--- src/rtl/intclk_pkg.sv ---
package intclk_pkg;

    localparam int NUM_OUT = 6;
    localparam int NUM_GEN = 6;
    localparam int SRC_W   = 3;
    localparam int DV_W    = 2;
    localparam int FLD_W   = SRC_W + DV_W;
    localparam int REG_W   = 32;
    localparam int CFG_W   = NUM_OUT * FLD_W;
    localparam int CNT_W   = 3;

    typedef struct packed {
        logic [SRC_W-1:0] src;
        logic [DV_W-1:0]  dv;
    } fld_t;

    typedef enum logic {
        VAR_BASE = 1'b0,
        VAR_DIV3 = 1'b1
    } div_var_e;

    // Divider code to divisor. The table is deliberately non-monotonic.
    function automatic logic [CNT_W-1:0] div_of(input logic [DV_W-1:0] code,
                                                input div_var_e var_sel);
        logic [CNT_W-1:0] d;
        case (code)
            2'd0: d = 3'd1;
            2'd1: d = 3'd4;
            2'd2: d = (var_sel == VAR_DIV3) ? 3'd3 : 3'd1;
            default: d = 3'd2;
        endcase
        return d;
    endfunction

    function automatic logic fld_on(input fld_t f);
        return f.src != '0;
    endfunction

endpackage

--- src/rtl/intclk_cfg_reg.sv ---
module intclk_cfg_reg
    import intclk_pkg::*;
#(
    parameter int N_OUT = NUM_OUT
) (
    input  logic                   clk,
    input  logic                   rst,
    input  logic                   we,
    input  logic [REG_W-1:0]       wdata,
    output logic [REG_W-1:0]       rdata,
    output fld_t [N_OUT-1:0]       fields
);
    localparam int USED_W = N_OUT * FLD_W;
    localparam int PAD_W  = REG_W - USED_W;

    logic [USED_W-1:0] cfg_q;
    logic [PAD_W-1:0]  unused_hi;

    assign unused_hi = wdata[REG_W-1:USED_W];

    always_ff @(posedge clk) begin
        if (rst) begin
            cfg_q <= '0;
        end else if (we) begin
            cfg_q <= wdata[USED_W-1:0];
        end
    end

    assign rdata = {{PAD_W{1'b0}}, cfg_q};

    for (genvar i = 0; i < N_OUT; i++) begin : g_fld
        assign fields[i] = cfg_q[i*FLD_W +: FLD_W];
    end

endmodule

--- src/rtl/intclk_src_pick.sv ---
module intclk_src_pick
    import intclk_pkg::*;
#(
    parameter int N_GEN = NUM_GEN
) (
    input  logic              aux_tick,
    input  logic [N_GEN-1:0]  gen_tick,
    input  logic [SRC_W-1:0]  code,
    output logic              tick
);
    localparam int POOL_W = N_GEN + 2;

    logic [POOL_W-1:0] pool;

    // Code 0 is the off position, code 1 the auxiliary PLL, then the generators.
    assign pool = {gen_tick, aux_tick, 1'b0};
    assign tick = pool[code];

endmodule

--- src/rtl/intclk_post_div.sv ---
module intclk_post_div
    import intclk_pkg::*;
#(
    parameter int       N_GEN   = NUM_GEN,
    parameter div_var_e VARIANT = VAR_BASE
) (
    input  logic              clk,
    input  logic              rst,
    input  fld_t              want,
    input  logic              aux_tick,
    input  logic [N_GEN-1:0]  gen_tick,
    output logic              out_tick,
    output logic              out_tgl
);
    fld_t             act_q;
    logic [CNT_W-1:0] cnt_q;
    logic             tgl_q;
    logic             sel_tick;
    logic [CNT_W-1:0] dvsr;
    logic             want_on;
    logic             act_on;
    logic             fire;
    logic             load;

    intclk_src_pick #(.N_GEN(N_GEN)) pick_i (
        .aux_tick (aux_tick),
        .gen_tick (gen_tick),
        .code     (act_q.src),
        .tick     (sel_tick)
    );

    always_comb begin
        dvsr    = div_of(act_q.dv, VARIANT);
        want_on = fld_on(want);
        act_on  = fld_on(act_q);
        fire    = act_on && sel_tick && (cnt_q == dvsr - 3'd1);
        // Period boundary: a period ends now, or nothing has been counted yet.
        load    = fire || ((cnt_q == '0) && !sel_tick);
    end

    assign out_tick = fire && want_on;
    assign out_tgl  = tgl_q;

    always_ff @(posedge clk) begin
        if (rst) begin
            act_q <= '0;
            cnt_q <= '0;
            tgl_q <= 1'b0;
        end else begin
            if (!want_on) begin
                act_q <= '0;
                cnt_q <= '0;
            end else begin
                if (load) begin
                    act_q <= want;
                end
                if (fire) begin
                    cnt_q <= '0;
                end else if (sel_tick && act_on) begin
                    cnt_q <= cnt_q + 3'd1;
                end
            end
            if (out_tick) begin
                tgl_q <= ~tgl_q;
            end
        end
    end

endmodule

--- src/rtl/intclk_divmux.sv ---
module intclk_divmux
    import intclk_pkg::*;
#(
    parameter bit HAS_DIV3 = 1'b0
) (
    input  logic              clk,
    input  logic              rst,
    input  logic              cfg_we,
    input  logic [31:0]       cfg_wdata,
    output logic [31:0]       cfg_rdata,
    input  logic              pll_aux_tick,
    input  logic [5:0]        fgen_tick,
    output logic [5:0]        out_tick,
    output logic [5:0]        out_tgl
);
    localparam div_var_e VSEL = HAS_DIV3 ? VAR_DIV3 : VAR_BASE;

    fld_t [NUM_OUT-1:0] fields;

    intclk_cfg_reg #(.N_OUT(NUM_OUT)) cfg_i (
        .clk    (clk),
        .rst    (rst),
        .we     (cfg_we),
        .wdata  (cfg_wdata),
        .rdata  (cfg_rdata),
        .fields (fields)
    );

    for (genvar i = 0; i < NUM_OUT; i++) begin : g_out
        intclk_post_div #(.N_GEN(NUM_GEN), .VARIANT(VSEL)) div_i (
            .clk      (clk),
            .rst      (rst),
            .want     (fields[i]),
            .aux_tick (pll_aux_tick),
            .gen_tick (fgen_tick),
            .out_tick (out_tick[i]),
            .out_tgl  (out_tgl[i])
        );
    end

endmodule

--- config.mk ---
export PLATFORM = sky130hd
export DESIGN_NAME = intclk_divmux
export DESIGN_NICKNAME = d
export VERILOG_FILES = /design/src/rtl/intclk_pkg.sv /design/src/rtl/intclk_cfg_reg.sv /design/src/rtl/intclk_src_pick.sv /design/src/rtl/intclk_post_div.sv /design/src/rtl/intclk_divmux.sv
export SDC_FILE = /design/constraint.sdc
export NUM_CORES = 1
export LEC_CHECK = 0
export BUFFER_PORTS_ARGS = -buffer_cell sky130_fd_sc_hd__buf_2
export CAP_MARGIN = 5
export CORE_ASPECT_RATIO = 0.8
export CORE_MARGIN = 1.5
export CORE_UTILIZATION = 36
export CTS_CLUSTER_SIZE = 25
export DETAILED_ROUTE_END_ITERATION = 7
export GPL_TIMING_DRIVEN = 0
export SLEW_MARGIN = 20
export SYNTH_ARGS = -nofsm -noshare
export SYNTH_HDL_FRONTEND = slang
export SYNTH_SLANG_ARGS = --single-unit
--- constraint.sdc ---
create_clock -name clk -period 4.7 [get_ports clk]
set_input_delay 0.235 -clock clk [delete_from_list [all_inputs] [get_ports clk]]
set_output_delay 0.235 -clock clk [all_outputs]
set_load 0.01 [all_outputs]
==> out/qor.yml <==
status: "finished, final reports clean"
hold_path.class: "in -> reg"
clkLatencyLatePin_ns: 0.34
rsz0062_at_grt: "no"
worstSetupStartpointType: "flip-flop"
placeableCoreArea_sq_um: 12200
drtPass1Iterations: 4
detail_route.drc_violations: 0
cts.clk_slew.worst_paths_ns: 0.06
antenna_violations_before_repair: 0
synth.avg_cell_area_sq_um: 8.81
tritoncts_clock_tree: "done"
worst_hold_startpoint: "cfg_wdata[24]"
post_synthesis_simple_gate_area_fraction_pct: 22.2
pin_count_of_the_biggest_net_entering_global_routing: 14
setup_viol: 0
place_hpwl_mm: 8.07
worstReg2RegStart: "g_out[3].div_i.cnt_q[0]"
post_synth_inst_count: 514
hold_viol: 0
numPortBuffers: 79
combinational_family_with_the_most_area_after_synthesis: "simple AND/OR/NAND/NOR gates"
clock_buffer_depth: 2
flow.area_growth_from_synthesis_pct: 19.7
ys.flop_type: "sky130_fd_sc_hd__dfxtp_1"
grt_first_pass_wirelength_mm: 17.8
start_util_pct: 37.1
detailedRoute.firstIterationViolations: 195
synth_async_sr_flop_share_pct: 0
synth.mux.area_fraction_pct: 13.4
report.final.slew_viol_count: 0
reg2regPathDepth: 5
postRouteAntennaNets: 0
critPathLaunch: "g_out[5].div_i.act_q[3]"
worst_setup_margin_ns: 2.40
critical_path.endpoint: "out_tick[5]"
yosys_register_bits: 84
synthesis.area_sq_um: 4530
grt_overflow: 0
cts_root_buf: "sky130_fd_sc_hd__clkbuf_16"
gp_weighted_congestion: 0.817
top_cells_by_count_synth: "84 x sky130_fd_sc_hd__dfxtp_1, 55 x sky130_fd_sc_hd__nor2_1, 44 x sky130_fd_sc_hd__a21oi_1"
insertedDiodeCount: 0
grt_pass1_vias: 3723
tritoncts.num_buffers: 9
post_synth_num_cell_types: 44
netlist.top_cell.by_area: "sky130_fd_sc_hd__dfxtp_1"
post_layout_nonfiller_instances: 779
final_net_count: 659
ys_warn_count: 0
post_synth_xor_area_fraction_pct: 0.580
sequential_share_of_the_synthesized_area_pct: 37.1
reg2reg_to: "g_out[3].div_i.out_tgl"
num_rows: 36
power-per-cell-area_nw_per_um2: 303
share_of_the_synthesized_area_in_compound_gates_ao_oa_aoi_oai_pct: 16.8
post-route-period-util_pct: 48.9
synth_top_area_share_pct: 37.1
clock.fmax_ghz: 0.435
die_w_microns: 128
leakage_nw: 2.21
worst-setup-path-type: "reg -> out"
postRouteWirelength_mm: 11.0
cp.required_ns: 4.47
vias_per_cell: 5.11
cts_setup_buffers: 0
ios: 86
finalClockSkew_ns: 0.00565
cts-htree-levels: 3
synth.most_common_cell: "sky130_fd_sc_hd__dfxtp_1"
relSlewSlack_pct: 43.9
critical_path_peak_fanout: 7
clock_sink_count: 84
synthTopCellsByArea: "sky130_fd_sc_hd__dfxtp_1 37%, sky130_fd_sc_hd__mux2i_1 8.6%, sky130_fd_sc_hd__nand3b_1 5.3%"
vias: 3982
crit_path_end_kind: "output pin"
fraction_of_final_layout_cells_with_drive_strength_greater_than_1_pct: 24.2
cts_repair_resize_count: 0
die_area_sq_um: 13300
routedWlPerCell_microns: 14.1
finalCriticalPeriod_ns: 2.30
dieHeight_microns: 103
totalNegativeSetupSlack_ns: 0
preCtsSetupSlack_ns: 2.58
power.ir.vdd_worst_uv: 209
worst_slew_pin_slew_ns: 0.842
fillCellCount: 1206
worstPathArrival_ns: 2.06
globalRouteTotalUtil_pct: 17.1
postCtsHoldBufs: 0
area_share_of_fa_ha_maj_cells_after_synthesis_pct: 3.31
max_cap_violations: 0
ff2ff_setup_slack_ns: 2.84
dp_cells: 765
synth_enable_flop_cells: 0
==> stage by stage <==
step                      util (%)  hold slack (ns)  cell area (sq um)  power [W]
after floorplan                  -            0.383               4530   0.000901
after detailed placement      42.1            0.476               5140   0.000974
after CTS                     44.4            0.123               5420    0.00166
after global routing          44.4            0.135               5420    0.00171
after global placement        42.1            0.466               5140   0.000969
final                         44.4            0.131               5420    0.00165
==> per-layer routing <==
layer	GRT usage, %	share of wire, %	vias to the layer above
met4	4.67	1.5	0
met1	23.4	51	1861
li1	-	-	2012
met2	27.3	43	94
met5	0	0	-
met3	3.96	4.1	15
==> registers in the layout, summed over array words and instances (netlist names) <==
name / flops
cfg_i.fields: 30
g_out.div_i.act_q: 30
g_out.div_i.cnt_q: 18
g_out.div_i.out_tgl: 6
==> cell type report <==
cell class	instances	area (sq um)	area share, %
Clock inverter	5	55.1	1.01
Tap cell	171	214	3.94
Multi-Input combinational cell	377	2560	47.2
Sequential cell	84	1680	31.0
Clock buffer	9	225	4.15
Inverter	15	56.3	1.04
Buffer	39	235	4.34
Timing Repair Buffer	79	395	7.29
==> layout by cell type (no fill, tap or decap), types with 7 or more instances in the layout <==
cell                        count
sky130_fd_sc_hd__buf_2         84
sky130_fd_sc_hd__dfxtp_1       84
sky130_fd_sc_hd__nor2_1        55
sky130_fd_sc_hd__a21oi_1       44
sky130_fd_sc_hd__o21ai_0       42
sky130_fd_sc_hd__mux2i_1       39
sky130_fd_sc_hd__nand3b_1      32
sky130_fd_sc_hd__inv_1         15
sky130_fd_sc_hd__nor3_1        14
sky130_fd_sc_hd__nand2_1       14
sky130_fd_sc_hd__buf_4         14
sky130_fd_sc_hd__ha_1          12
sky130_fd_sc_hd__nor2b_1       11
sky130_fd_sc_hd__clkbuf_1      10
sky130_fd_sc_hd__mux2_2         9
sky130_fd_sc_hd__nand3_1        9
sky130_fd_sc_hd__clkbuf_16      9
sky130_fd_sc_hd__or2_2          8
sky130_fd_sc_hd__nand2b_1       7
sky130_fd_sc_hd__mux2_4         7
==> cell families (layout without fill, tap and decap cells) <==
logic type / Yosys count / in the layout
flops: 84 / 84
other cells: 1 / 2
compound gates: 129 / 129
fa+ha+maj: 12 / 12
mux: 56 / 56
buf+inv: 54 / 147
xor+xnor: 3 / 3
simple gates: 175 / 175
==> worst max-delay path, cell delays in order, from the launching register on <==
cell,delay [ns]
sky130_fd_sc_hd__dfxtp_1,0.32
sky130_fd_sc_hd__buf_6,0.12
sky130_fd_sc_hd__mux2_1,0.34
sky130_fd_sc_hd__a32oi_1,0.27
sky130_fd_sc_hd__a211o_1,0.31
sky130_fd_sc_hd__nor2_1,0.09
sky130_fd_sc_hd__buf_4,0.15
sky130_fd_sc_hd__buf_2,0.13
==> how the worst min path moves through the flow <==
stage	to	slack, ns	depth (start not counted)
after global placement	cfg_i.fields[23]	0.47	3
after floorplan	cfg_i.fields[10]	0.38	2
after CTS	cfg_i.fields[24]	0.12	3
after detailed placement	cfg_i.fields[24]	0.48	3
final	cfg_i.fields[24]	0.13	3
after global routing	cfg_i.fields[2]	0.14	3
==> report_power, final <==
| part | switching (W) | internal, W |
|---|---|---|
| Combinational | 0.000111 | 0.0000898 |
| Clock | 0.000282 | 0.000403 |
| Sequential | 0.0000232 | 0.000736 |
| Total | 0.000416 | 0.00123 |
Note: power is estimated with default switching activity, not from simulation.
